--- config.mk ---
export PLATFORM = sky130hd
export DESIGN_NAME = retire_ctl
export DESIGN_NICKNAME = d
export VERILOG_FILES = /design/src/rtl/rtr_pkg.sv /design/src/rtl/rtr_scan.sv /design/src/rtl/rtr_thr_state.sv /design/src/rtl/rtr_stats.sv /design/src/rtl/retire_ctl.sv
export SDC_FILE = /design/constraint.sdc
export NUM_CORES = 1
export LEC_CHECK = 0
export BUFFER_PORTS_ARGS = -buffer_cell sky130_fd_sc_hd__buf_4
export CAP_MARGIN = 25
export CELL_PAD_IN_SITES_DETAIL_PLACEMENT = 1
export CELL_PAD_IN_SITES_GLOBAL_PLACEMENT = 2
export CORE_ASPECT_RATIO = 0.6
export CORE_UTILIZATION = 23
export CTS_CLUSTER_DIAMETER = 150
export DETAILED_ROUTE_END_ITERATION = 6
export MAX_ROUTING_LAYER = met4
export PLACE_DENSITY = 0.77
export SYNTH_ARGS = -nofsm -noshare
export SYNTH_HDL_FRONTEND = slang
export SYNTH_SLANG_ARGS = --single-unit
--- constraint.sdc ---
create_clock -name clk -period 7 [get_ports clk]
set_input_delay 0.7 -clock clk [delete_from_list [all_inputs] [get_ports clk]]
set_output_delay 0.7 -clock clk [all_outputs]
set_load 0.1 [all_outputs]
--- src/rtl/rtr_pkg.sv ---
package rtr_pkg;

   typedef enum logic [2:0] {
      ACT_STOP     = 3'd0,
      ACT_DROP     = 3'd1,
      ACT_COMMIT   = 3'd2,
      ACT_NSPEC    = 3'd3,
      ACT_UNCACHED = 3'd4,
      ACT_TRAP     = 3'd5,
      ACT_WAIT     = 3'd6
   } rtr_act_e;

   typedef struct packed {
      logic sq;
      logic exe;
      logic ser;
      logic ld;
      logic flt;
   } rtr_attr_t;

   function automatic rtr_act_e rtr_classify(input rtr_attr_t a,
                                             input logic first,
                                             input logic st_pend);
      rtr_act_e act;
      if (a.sq)
         act = ACT_DROP;
      else if (!a.exe) begin
         if (a.ser)
            act = (first && !st_pend) ? ACT_NSPEC : ACT_WAIT;
         else if (a.ld)
            act = ACT_UNCACHED;
         else
            act = ACT_WAIT;
      end else if (a.flt)
         act = (first && !st_pend) ? ACT_TRAP : ACT_WAIT;
      else
         act = ACT_COMMIT;
      return act;
   endfunction

endpackage

--- src/rtl/rtr_scan.sv ---
module rtr_scan
   import rtr_pkg::*;
#(
   parameter int COMMIT_W = 2,
   parameter int WIN      = 4,
   parameter int SEQ_W    = 16,
   parameter int PC_W     = 32,
   localparam int CW      = $clog2(COMMIT_W + 1),
   localparam int SW      = $clog2(WIN + 1)
) (
   input  logic             en,
   input  logic [WIN-1:0]   vld,
   input  logic [WIN-1:0]   rdy,
   input  rtr_attr_t        attr [WIN],
   input  logic [WIN-1:0]   uncounted,
   input  logic [WIN*SEQ_W-1:0] seq,
   input  logic [WIN*PC_W-1:0]  npc,
   input  logic             st_pend,
   output logic [WIN-1:0]   pop,
   output logic [CW-1:0]    ncommit,
   output logic [CW-1:0]    ncounted,
   output logic [SW-1:0]    nsquash,
   output logic             done_vld,
   output logic [SEQ_W-1:0] done_seq,
   output logic [PC_W-1:0]  last_npc,
   output logic             req_vld,
   output logic             req_unc,
   output logic [SEQ_W-1:0] req_seq,
   output logic             trap_hit
);

   rtr_act_e act;
   logic     alive;

   always_comb begin
      pop      = '0;
      ncommit  = '0;
      ncounted = '0;
      nsquash  = '0;
      done_vld = 1'b0;
      done_seq = '0;
      last_npc = '0;
      req_vld  = 1'b0;
      req_unc  = 1'b0;
      req_seq  = '0;
      trap_hit = 1'b0;
      alive    = en;
      act      = ACT_STOP;
      for (int i = 0; i < WIN; i++) begin
         if (alive) begin
            if (!vld[i] || !rdy[i] || ncommit == CW'(COMMIT_W)) begin
               alive = 1'b0;
            end else begin
               act = rtr_classify(attr[i], ncommit == '0, st_pend);
               case (act)
                  ACT_DROP: begin
                     pop[i]  = 1'b1;
                     nsquash = nsquash + SW'(1);
                  end
                  ACT_COMMIT: begin
                     pop[i]   = 1'b1;
                     ncommit  = ncommit + CW'(1);
                     if (!uncounted[i])
                        ncounted = ncounted + CW'(1);
                     done_vld = 1'b1;
                     done_seq = seq[i*SEQ_W +: SEQ_W];
                     last_npc = npc[i*PC_W +: PC_W];
                  end
                  ACT_NSPEC, ACT_UNCACHED: begin
                     req_vld = 1'b1;
                     req_unc = (act == ACT_UNCACHED);
                     req_seq = seq[i*SEQ_W +: SEQ_W];
                     alive   = 1'b0;
                  end
                  ACT_TRAP: begin
                     trap_hit = 1'b1;
                     alive    = 1'b0;
                  end
                  default: alive = 1'b0;
               endcase
            end
         end
      end
   end

endmodule

--- src/rtl/rtr_thr_state.sv ---
module rtr_thr_state #(
   parameter int          NTHR     = 2,
   parameter int          PC_W     = 32,
   parameter int unsigned RESET_PC = 'h100,
   localparam int         TID_W    = (NTHR > 1) ? $clog2(NTHR) : 1
) (
   input  logic               clk,
   input  logic               rst_n,
   input  logic               upd_vld,
   input  logic [TID_W-1:0]   upd_tid,
   input  logic [PC_W-1:0]    upd_pc,
   input  logic               trap_set,
   input  logic [NTHR-1:0]    trap_squash,
   output logic [NTHR*PC_W-1:0] pc_flat,
   output logic [NTHR-1:0]    pend
);

   for (genvar t = 0; t < NTHR; t++) begin : g_thr
      logic [PC_W-1:0] pc_q;
      logic            pend_q;
      wire             hit = (upd_tid == TID_W'(t));

      always_ff @(posedge clk or negedge rst_n) begin
         if (!rst_n) begin
            pc_q   <= PC_W'(RESET_PC);
            pend_q <= 1'b0;
         end else begin
            if (upd_vld && hit)
               pc_q <= upd_pc;
            if (trap_set && hit)
               pend_q <= 1'b1;
            else if (trap_squash[t])
               pend_q <= 1'b0;
         end
      end

      assign pc_flat[t*PC_W +: PC_W] = pc_q;
      assign pend[t] = pend_q;
   end


   trap_pend_chk: assert property (@(posedge clk) disable iff (!rst_n)
      trap_set |=> pend[$past(upd_tid)]);


   trap_clear_chk: assert property (@(posedge clk) disable iff (!rst_n)
      (!trap_set && trap_squash[0]) |=> !pend[0]);

endmodule

--- src/rtl/rtr_stats.sv ---
module rtr_stats #(
   parameter int COMMIT_W = 2,
   parameter int WIN      = 4,
   parameter int CNT_W    = 16,
   localparam int CW      = $clog2(COMMIT_W + 1),
   localparam int SW      = $clog2(WIN + 1)
) (
   input  logic                        clk,
   input  logic                        rst_n,
   input  logic [CW-1:0]               ncommit,
   input  logic [CW-1:0]               ncounted,
   input  logic [SW-1:0]               nsquash,
   output logic [CNT_W-1:0]            committed,
   output logic [CNT_W-1:0]            squashed,
   output logic [CNT_W-1:0]            full,
   output logic [(COMMIT_W+1)*CNT_W-1:0] hist
);

   always_ff @(posedge clk or negedge rst_n) begin
      if (!rst_n) begin
         committed <= '0;
         squashed  <= '0;
         full      <= '0;
      end else begin
         committed <= committed + CNT_W'(ncounted);
         squashed  <= squashed + CNT_W'(nsquash);
         if (ncommit == CW'(COMMIT_W))
            full <= full + CNT_W'(1);
      end
   end

   for (genvar b = 0; b <= COMMIT_W; b++) begin : g_bin
      logic [CNT_W-1:0] bin_q;
      always_ff @(posedge clk or negedge rst_n) begin
         if (!rst_n)
            bin_q <= '0;
         else if (ncommit == CW'(b))
            bin_q <= bin_q + CNT_W'(1);
      end
      assign hist[b*CNT_W +: CNT_W] = bin_q;
   end


   full_cnt_chk: assert property (@(posedge clk) disable iff (!rst_n)
      (ncommit == CW'(COMMIT_W)) |=> (full == $past(full) + CNT_W'(1)));


   bin0_cnt_chk: assert property (@(posedge clk) disable iff (!rst_n)
      (ncommit == '0) |=> (hist[CNT_W-1:0] == $past(hist[CNT_W-1:0]) + CNT_W'(1)));

endmodule

--- src/rtl/retire_ctl.sv ---
module retire_ctl
   import rtr_pkg::*;
#(
   parameter int          COMMIT_W = 2,
   parameter int          WIN      = 4,
   parameter int          NTHR     = 2,
   parameter int          DEPTH    = 32,
   parameter int          SEQ_W    = 16,
   parameter int          PC_W     = 32,
   parameter int          CNT_W    = 16,
   parameter int unsigned RESET_PC = 'h100,
   localparam int         TID_W    = (NTHR > 1) ? $clog2(NTHR) : 1,
   localparam int         CW       = $clog2(COMMIT_W + 1),
   localparam int         PCNT_W   = $clog2(WIN + 1),
   localparam int         FREE_W   = $clog2(DEPTH + 1)
) (
   input  logic                 clk,
   input  logic                 rst_n,
   input  logic                 grant_vld,
   input  logic [TID_W-1:0]     grant_tid,
   input  logic [WIN-1:0]       head_vld,
   input  logic [WIN-1:0]       head_rdy,
   input  logic [WIN-1:0]       head_sq,
   input  logic [WIN-1:0]       head_exe,
   input  logic [WIN-1:0]       head_nspec,
   input  logic [WIN-1:0]       head_stc,
   input  logic [WIN-1:0]       head_bar,
   input  logic [WIN-1:0]       head_ld,
   input  logic [WIN-1:0]       head_flt,
   input  logic [WIN-1:0]       head_nop,
   input  logic [WIN-1:0]       head_pf,
   input  logic [WIN*SEQ_W-1:0] head_seq,
   input  logic [WIN*PC_W-1:0]  head_npc,
   input  logic                 stores_pend,
   input  logic [FREE_W-1:0]    thr_free,
   input  logic [NTHR-1:0]      trap_squash,
   output logic [WIN-1:0]       pop_mask,
   output logic [PCNT_W-1:0]    pop_cnt,
   output logic [CW-1:0]        commit_cnt,
   output logic                 done_vld,
   output logic [SEQ_W-1:0]     done_seq,
   output logic                 nspec_vld,
   output logic [SEQ_W-1:0]     nspec_seq,
   output logic                 uncached,
   output logic                 clr_cancommit,
   output logic                 trap_req,
   output logic [TID_W-1:0]     trap_tid,
   output logic                 free_vld,
   output logic [FREE_W-1:0]    free_cnt,
   output logic                 rob_empty,
   output logic [NTHR*PC_W-1:0] thr_pc,
   output logic [NTHR-1:0]      trap_pend,
   output logic [CNT_W-1:0]     st_committed,
   output logic [CNT_W-1:0]     st_squashed,
   output logic [CNT_W-1:0]     st_full,
   output logic [(COMMIT_W+1)*CNT_W-1:0] st_hist
);

   if (COMMIT_W < 1 || WIN < COMMIT_W) begin : g_bad_width
      $error("retire_ctl: need 1 <= COMMIT_W <= WIN");
   end
   if (WIN > DEPTH || NTHR < 1) begin : g_bad_depth
      $error("retire_ctl: need WIN <= DEPTH and NTHR >= 1");
   end

   rtr_attr_t         attr [WIN];
   logic [WIN-1:0]    uncounted;
   logic              tid_ok;
   logic              scan_en;
   logic [CW-1:0]     ncounted;
   logic [PCNT_W-1:0] nsquash;
   logic [PC_W-1:0]   last_npc;
   logic              req_vld;
   logic              req_unc;

   for (genvar i = 0; i < WIN; i++) begin : g_attr
      assign attr[i] = '{sq:  head_sq[i],
                         exe: head_exe[i],
                         ser: head_nspec[i] | head_stc[i] | head_bar[i],
                         ld:  head_ld[i],
                         flt: head_flt[i]};
      assign uncounted[i] = head_nop[i] | head_pf[i];
   end

   assign tid_ok  = (int'(grant_tid) < NTHR);
   assign scan_en = grant_vld && tid_ok && !trap_pend[grant_tid];

   rtr_scan #(.COMMIT_W(COMMIT_W), .WIN(WIN), .SEQ_W(SEQ_W), .PC_W(PC_W)) u_scan (
      .en       (scan_en),
      .vld      (head_vld),
      .rdy      (head_rdy),
      .attr     (attr),
      .uncounted(uncounted),
      .seq      (head_seq),
      .npc      (head_npc),
      .st_pend  (stores_pend),
      .pop      (pop_mask),
      .ncommit  (commit_cnt),
      .ncounted (ncounted),
      .nsquash  (nsquash),
      .done_vld (done_vld),
      .done_seq (done_seq),
      .last_npc (last_npc),
      .req_vld  (req_vld),
      .req_unc  (req_unc),
      .req_seq  (nspec_seq),
      .trap_hit (trap_req)
   );

   assign nspec_vld     = req_vld;
   assign uncached      = req_unc;
   assign clr_cancommit = req_vld;
   assign trap_tid      = grant_tid;
   assign pop_cnt       = PCNT_W'(commit_cnt) + nsquash;
   assign free_vld      = (pop_cnt != '0);
   assign free_cnt      = free_vld ? (thr_free + FREE_W'(pop_cnt)) : '0;
   assign rob_empty     = free_vld && (free_cnt == FREE_W'(DEPTH));

   rtr_thr_state #(.NTHR(NTHR), .PC_W(PC_W), .RESET_PC(RESET_PC)) u_thr (
      .clk        (clk),
      .rst_n      (rst_n),
      .upd_vld    (done_vld),
      .upd_tid    (grant_tid),
      .upd_pc     (last_npc),
      .trap_set   (trap_req),
      .trap_squash(trap_squash),
      .pc_flat    (thr_pc),
      .pend       (trap_pend)
   );

   rtr_stats #(.COMMIT_W(COMMIT_W), .WIN(WIN), .CNT_W(CNT_W)) u_stats (
      .clk      (clk),
      .rst_n    (rst_n),
      .ncommit  (commit_cnt),
      .ncounted (ncounted),
      .nsquash  (nsquash),
      .committed(st_committed),
      .squashed (st_squashed),
      .full     (st_full),
      .hist     (st_hist)
   );


   width_limit_chk: assert property (@(posedge clk) disable iff (!rst_n)
      commit_cnt <= CW'(COMMIT_W));


   pop_run_chk: assert property (@(posedge clk) disable iff (!rst_n)
      ((pop_mask & (pop_mask + WIN'(1))) == '0));


   pend_block_chk: assert property (@(posedge clk) disable iff (!rst_n)
      (grant_vld && tid_ok && trap_pend[grant_tid]) |-> (pop_mask == '0 && !trap_req && !nspec_vld));


   one_req_chk: assert property (@(posedge clk) disable iff (!rst_n)
      $onehot0({nspec_vld, trap_req}));


   drain_rule_chk: assert property (@(posedge clk) disable iff (!rst_n)
      (nspec_vld && !uncached) |-> (!stores_pend && commit_cnt == '0));


   bcast_chk: assert property (@(posedge clk) disable iff (!rst_n)
      (pop_mask == '0) |-> (!free_vld && !rob_empty));

endmodule

* Yosys cells after proc, flatten, opt, wreduce, memory -nomap -nowiden *
Index checks and enable logic that the tools add are counted.

storage, ports and cells
  flip-flop bits (word level) = 162

cells by class
  $lt $le $gt $ge = 1
  add/sub/neg operators = 17
  multiplexer cells = 179
  bitwise gates (word level) = 13
  reduce and logical (&&, ||, !) cells = 41
  eq/ne operators = 26

operator list
  cell                   number
  $mux 16                24
  $mux 32                12
  $mux 3                 39
  $mux 1                 69
  $mux 2                 34
  $add 16x1->16 const B  4
  $eq 3x2->1 const B     8
  $eq 3x3->1 const B     8
  $add 16x2->16          1
  $add 16x3->16          1
  $reduce_or 2->1        8
  $add 2x1->2 const B    6
  $eq 3x1->1 const B     4
  $or 1x1->1             12
  $logic_not 1->1        10
  $add 3x1->3 const B    3
  $logic_and 1x1->1      9
  $eq 2x2->1 const B     4
  $logic_not 2->1        4
  $logic_or 1x1->1       7
  $add 6x3->6            1
  $eq 6x6->1 const B     1
  $mux 6                 1
  $reduce_bool 2->1      2
  5 further kinds        5

* Logic depth before layout (Yosys ltp) *
  word-level depth = 52
  mapped depth = 32
  depth with buffers taken out = 29

* Cells and area by module *
From an unflattened synthesis, not the netlist that was laid out.

second synthesis, totals
  cells, all modules = 950
  area, all modules = 9,833.2 um^2

by module, submodules not included
  module         sequential area each (um^2)  area each (um^2)  cells an instance  instances
  rtr_stats      2,402.3                      4,191.5           345                1
  rtr_scan       0.0                          2,766.4           415                1
  rtr_thr_state  1,654.1                      2,523.7           147                1
  retire_ctl     0.0                          351.6             43                 1

* Worst setup path before layout *
OpenSTA, ideal clock, no wires.

  path kind = input -> output
  start point = input head_bar[0]
  end point = output free_cnt[2]
  slack = -4.160 ns
  required time = 6.300 ns
  cell stages on the path = 28
  arrival time = 10.460 ns
  buffers on the path = 4
  path through = or3_1 o211ai_1 or2_2 clkbuf_1 inv_2 buf_1 ha_1 nand2_1 inv_1 ha_1 and3b_1 o2111ai_1 xnor2_1 o21a_1 buf_2 inv_1 ha_1 nor4bb_1 nand4_1 clkbuf_1 xnor2_1 ha_1 inv_1 fa_1 xnor3_1 ha_1 nor2b_1 nor3_1

between the ends
  longest elaborated chain between the ends = 49
  elaborated cells between the ends (all ways) = 96

RTL lines
  item                                                     line                                  text
  from (decl)                                              retire_ctl.sv:27                      input logic [WIN-1:0] head_bar,
  $or 1x1->1 (*)                                           retire_ctl.sv:79                      ser: head_nspec[i] | head_stc[i] | head_bar[i],
  $mux 3 (*)                                               rtr_pkg.sv:28                         if (a.ser)
  $mux 3 (*)                                               rtr_pkg.sv:27                         else if (!a.exe) begin
  $mux 3 (*)                                               rtr_pkg.sv:25                         if (a.sq)
  $mux 3 (*)                                               rtr_scan.sv:51                        if (!vld[i] || !rdy[i] || ncommit == CW'(COMMIT_W)) begin
  $mux 3 (*)                                               rtr_scan.sv:50                        if (alive) begin
  $eq 3x2->1                                               rtr_scan.sv:55                        case (act)
  $mux 1                                                   rtr_scan.sv:55
  [35 not listed]                                          --
  $mux 2                                                   rtr_scan.sv:55
  $mux 2                                                   rtr_scan.sv:51
  $mux 2 (*)                                               rtr_scan.sv:50
  via commit_cnt[0]                                        retire_ctl.sv:39                      output logic [CW-1:0] commit_cnt,
  $add 2x3->3 (*)                                          retire_ctl.sv:114                     assign pop_cnt = PCNT_W'(commit_cnt) + nsquash;
  via pop_cnt[2]                                           retire_ctl.sv:38                      output logic [PCNT_W-1:0] pop_cnt,
  $add 6x3->6 / $reduce_bool 3->1 (equally long branches)  retire_ctl.sv:116, retire_ctl.sv:115
  $mux 6 (*)                                               retire_ctl.sv:116                     assign free_cnt = free_vld ? (thr_free + FREE_W'(pop_cnt)) : '0;
  to (decl)                                                retire_ctl.sv:49                      output logic [FREE_W-1:0] free_cnt,

Mark *: on every way through the listed nets, which the timed path passes. The rest lies on a longest branch. The select of a mux whose other input is x is not followed.

* Worst setup path after layout *
  start point = input head_stc[0]
  end point = output rob_empty

between the ends
  longest elaborated chain between the ends = 52
  elaborated cells between the ends (all ways) = 99

RTL lines
  item                                                     line                                  text
  from (decl)                                              retire_ctl.sv:26                      input logic [WIN-1:0] head_stc,
  $or 1x1->1 (*) (2 in series)                             retire_ctl.sv:79
  $mux 3 (*)                                               rtr_pkg.sv:28
  $mux 3 (*)                                               rtr_pkg.sv:27
  $mux 3 (*)                                               rtr_pkg.sv:25
  $mux 3 (*)                                               rtr_scan.sv:51
  $mux 3 (*)                                               rtr_scan.sv:50
  $eq 3x2->1                                               rtr_scan.sv:55
  $mux 1                                                   rtr_scan.sv:55
  [35 not listed]                                          --
  $mux 2 / $mux 3 (equally long branches)                  rtr_scan.sv:55
  $mux 2 / $mux 3 (equally long branches)                  rtr_scan.sv:51
  $mux 2 / $mux 3 (equally long branches)                  rtr_scan.sv:50
  $add 2x3->3 (*)                                          retire_ctl.sv:114
  $add 6x3->6 / $reduce_bool 3->1 (equally long branches)  retire_ctl.sv:116, retire_ctl.sv:115
  $mux 6                                                   retire_ctl.sv:116
  $eq 6x6->1                                               retire_ctl.sv:117                     assign rob_empty = free_vld && (free_cnt == FREE_W'(DEPTH));
  $logic_and 1x1->1 (*)                                    retire_ctl.sv:117
  to (decl)                                                retire_ctl.sv:50                      output logic rob_empty,

Every way passes the cells marked *; elsewhere a longest branch is shown, timed or not. The select of a mux whose other input is x is not followed.

==> qor.csv <==
metric;value;unit
syn_nets;1351;
final-seq-area;0.00406;sq mm
setup.worst_path.class;primary input to output pin;
core-area;0.0409;sq mm
final_cell_area;0.0152;sq mm
synth_edf_count;0;
worst_slew_pin_slew;981;ps
synth.most_common_cell;dfrtp_1;
ant_nets;0;
multi_input_area;0.00555;sq mm
antenna_found_initial;5;
die_h;160;um
max_freq;142;MHz
cts_buffers;17;
initial_core_util;23.6;%
critPathMaxStageDelay;570;ps
slowest_stage;fa_2;
reg2reg_to;u_stats.committed[15];
r2r-start;u_thr.g_thr[1].pend_q;
p_leak;7.17;nW
grt_max_degree;100;
postCtsHoldBufs;0;
synth_mux_area_share;1.23;%
port_buffers;465;
grt_pass1_vias;10973;
setup_violations;1;
synth_adder_area_share;3.92;%
synth_top_cells_by_count;dfrtp_1 (160), nand2_1 (144), nor2_1 (107), xnor2_1 (75), a21oi_1 (55);
dpl.hpwl;33800;um
dpl-instance-area;0.0141;sq mm
synth-compound-area-share;17.8;%
synth_warnings;0;
syn_avg_cell_area;8.96;sq um
grt_first_pass_wirelength;67400;um
clock_sinks;162;
relSlewSlack;34.2;%
die_w;266;um
synth_top_family_by_area;simple AND/OR/NAND/NOR gates;
gp_congestion;0.886;
cts_tree;yes;
place_ws;-295;ps
post-route-drc-count;0;
synthToLayoutAreaGrowth;58.0;%
synth-main-ff-cell;dfrtp_1;
powerDensity;183;mW/mm^2
rsz0062_at_grt;true;
synth_cell_types;66;
viasPerCell;4.81;
totalPowerFinal;2.78;mW
cp.arrival;6330;ps
hold_viol_final;0;
final.min_clock_period;7030;ps
ys_seq_area_share;42.1;%
fin_setup_tns;-30.2;ps
track_usage;21.3;%
r2r_cells;26;
whs;291;ps
drt_pass1_iterations;5;
layout.nets;1852;
clkTransAtPathRegs;80;ps
drtIter0Drc;509;
htreeDepth;4;
syn_area;0.00963;sq mm
syn_inst;1075;
drive_above_1_share;40.6;%
ys_top_cells_by_area;dfrtp_1 (42%), xnor2_1 (6.8%), nand2_1 (5.6%);
cap_viol_max_count;0;
crit_fanout;3;
r2r_setup_slack;770;ps
gr-total-overflow;0;
crit_top_cell;ha_4;
ios;466;
synth_xor_area_share;9.51;%
clockBufferDepth;2;
end_kind;output pin;
stdcell_count;2154;
violations;negative setup slack;
ys_ff_latch;162;
wl_per_cell;20.7;um
cts_root_buffer;clkbuf_16;
fin_ws;-30.2;ps
yosys.area_share.simple;21.7;%
synth_top_area_share;41.6;%
outcome;finished, violations left;
worstPathRequired;6300;ps
dieArea;0.0427;sq mm
maxSlewViolCount;0;
wl;44600;um
place_inst;2079;
async_flop_share;100;%
insertion_delay;440;ps
start_kind;primary input;
nFillCells;4767;
min_path_type;primary input to async pin;
rows;57;
fin_util;37.2;%
peakVddDrop;0.187;mV
fin_worst_skew;17.7;ps
yosys.area.top_type;dfrtp_1;
finalCritPeriodShare;100;%
vias;10368;
## repair_timing
| item | 4_1_cts | 5_1_grt |
|---|---|---|
| buffers inserted | 30 | 7 |
| gates resized for setup | 18 | 14 |
| cloned | 0 | 0 |
| endpoints found under the hold margin | 0 | 0 |
| pin swaps | 17 | 14 |
| setup endpoints to repair | 4 | 8 |
## worst max-delay path by stage
stage | startpoint | endpoint | slack (ps) | cells after the start
2_1_floorplan | head_nspec[0] | rob_empty | -1240 | 32
3_3_place_gp | head_nspec[0] | rob_empty | 60 | 28
3_5_place_dp | head_nspec[0] | rob_empty | -290 | 33
4_1_cts | head_stc[0] | rob_empty | 10 | 33
5_1_grt | head_stc[0] | rob_empty | -310 | 29
6_report | head_stc[0] | rob_empty | -30 | 29
## critical path, delay by kind of cell
kind / cells / cell delay [ps]
multiplexers: 1 / 320
AND/OR/NAND/NOR: 9 / 1830
buffers and inverters: 6 / 680
XOR/XNOR: 1 / 160
AO/OA/AOI/OAI: 6 / 1080
adder cells (fa/ha/maj): 6 / 1570
## per-layer routing
layer  up-vias  global-route usage [%]  share of wire, %  routed length, um
met3        43                    4.86               5.3               2370
met4         0                    7.03               2.0                888
met5         -                       -                 0                  0
met2       292                    35.7                50              22500
met1      5161                    25.3                42              18800
li1       4872                       -                 -                  -
## sequential cells by signal (all words and copies together), names as in the netlist
register             flops
u_stats.committed       16
u_stats.full            16
u_stats.g_bin.bin_q     48
u_stats.squashed        16
u_thr.g_thr.pc_q        64
u_thr.g_thr.pend_q       2
## area by class of cell
type                            instances  share of cell area, %
Multi-Input combinational cell        825                   36.5
Timing Repair Buffer                  547                   27.5
Sequential cell                       162                   26.7
Tap cell                              560                   4.60
Clock buffer                           18                   2.89
Clock inverter                         14                   1.19
Inverter                               23                  0.658
Antenna cell                            5                 0.0822
## cells by family (layout without fill, tap and decap cells)
| group | count (synthesis) | after routing |
|---|---|---|
| xor+xnor | 103 | 103 |
| other cells | 0 | 5 |
| simple gates | 435 | 435 |
| fa+ha+maj | 28 | 28 |
| flops | 162 | 162 |
| compound gates | 248 | 248 |
| mux | 11 | 11 |
| buf+inv | 88 | 602 |
## cell usage in the layout, fill, tap and decap left out, types with 5 or more instances in the layout
cell,netlist,routed
nor2b_1,10,7
and3_1,23,22
ha_1,23,17
nor3_1,16,12
nand2_2,1,5
mux2i_1,6,6
a221o_1,8,8
nand2_1,144,139
and2_1,8,8
diode_2,0,5
nand4_1,32,32
o22ai_1,5,5
ha_4,0,5
a22o_1,10,10
nor4_1,8,6
a221oi_1,7,7
a22oi_1,32,32
and4_1,6,6
dfrtp_1,160,160
xor2_1,27,25
nor2_1,107,101
nand2b_1,6,5
o31ai_1,52,52
o211ai_1,9,9
xnor2_1,75,72
nor2_4,0,5
a21oi_1,55,54
a211oi_1,26,26
clkbuf_16,0,17
o21ai_0,26,23
buf_4,4,539
inv_1,22,17
nand3_1,50,50
## power by group
group / switching [mW] / internal (mW)
clock network: 0.469 / 0.527
logic: 0.527 / 0.228
registers: 0.0533 / 0.979
total: 1.05 / 1.73
No activity file was read; power rests on OpenSTA's default activity.
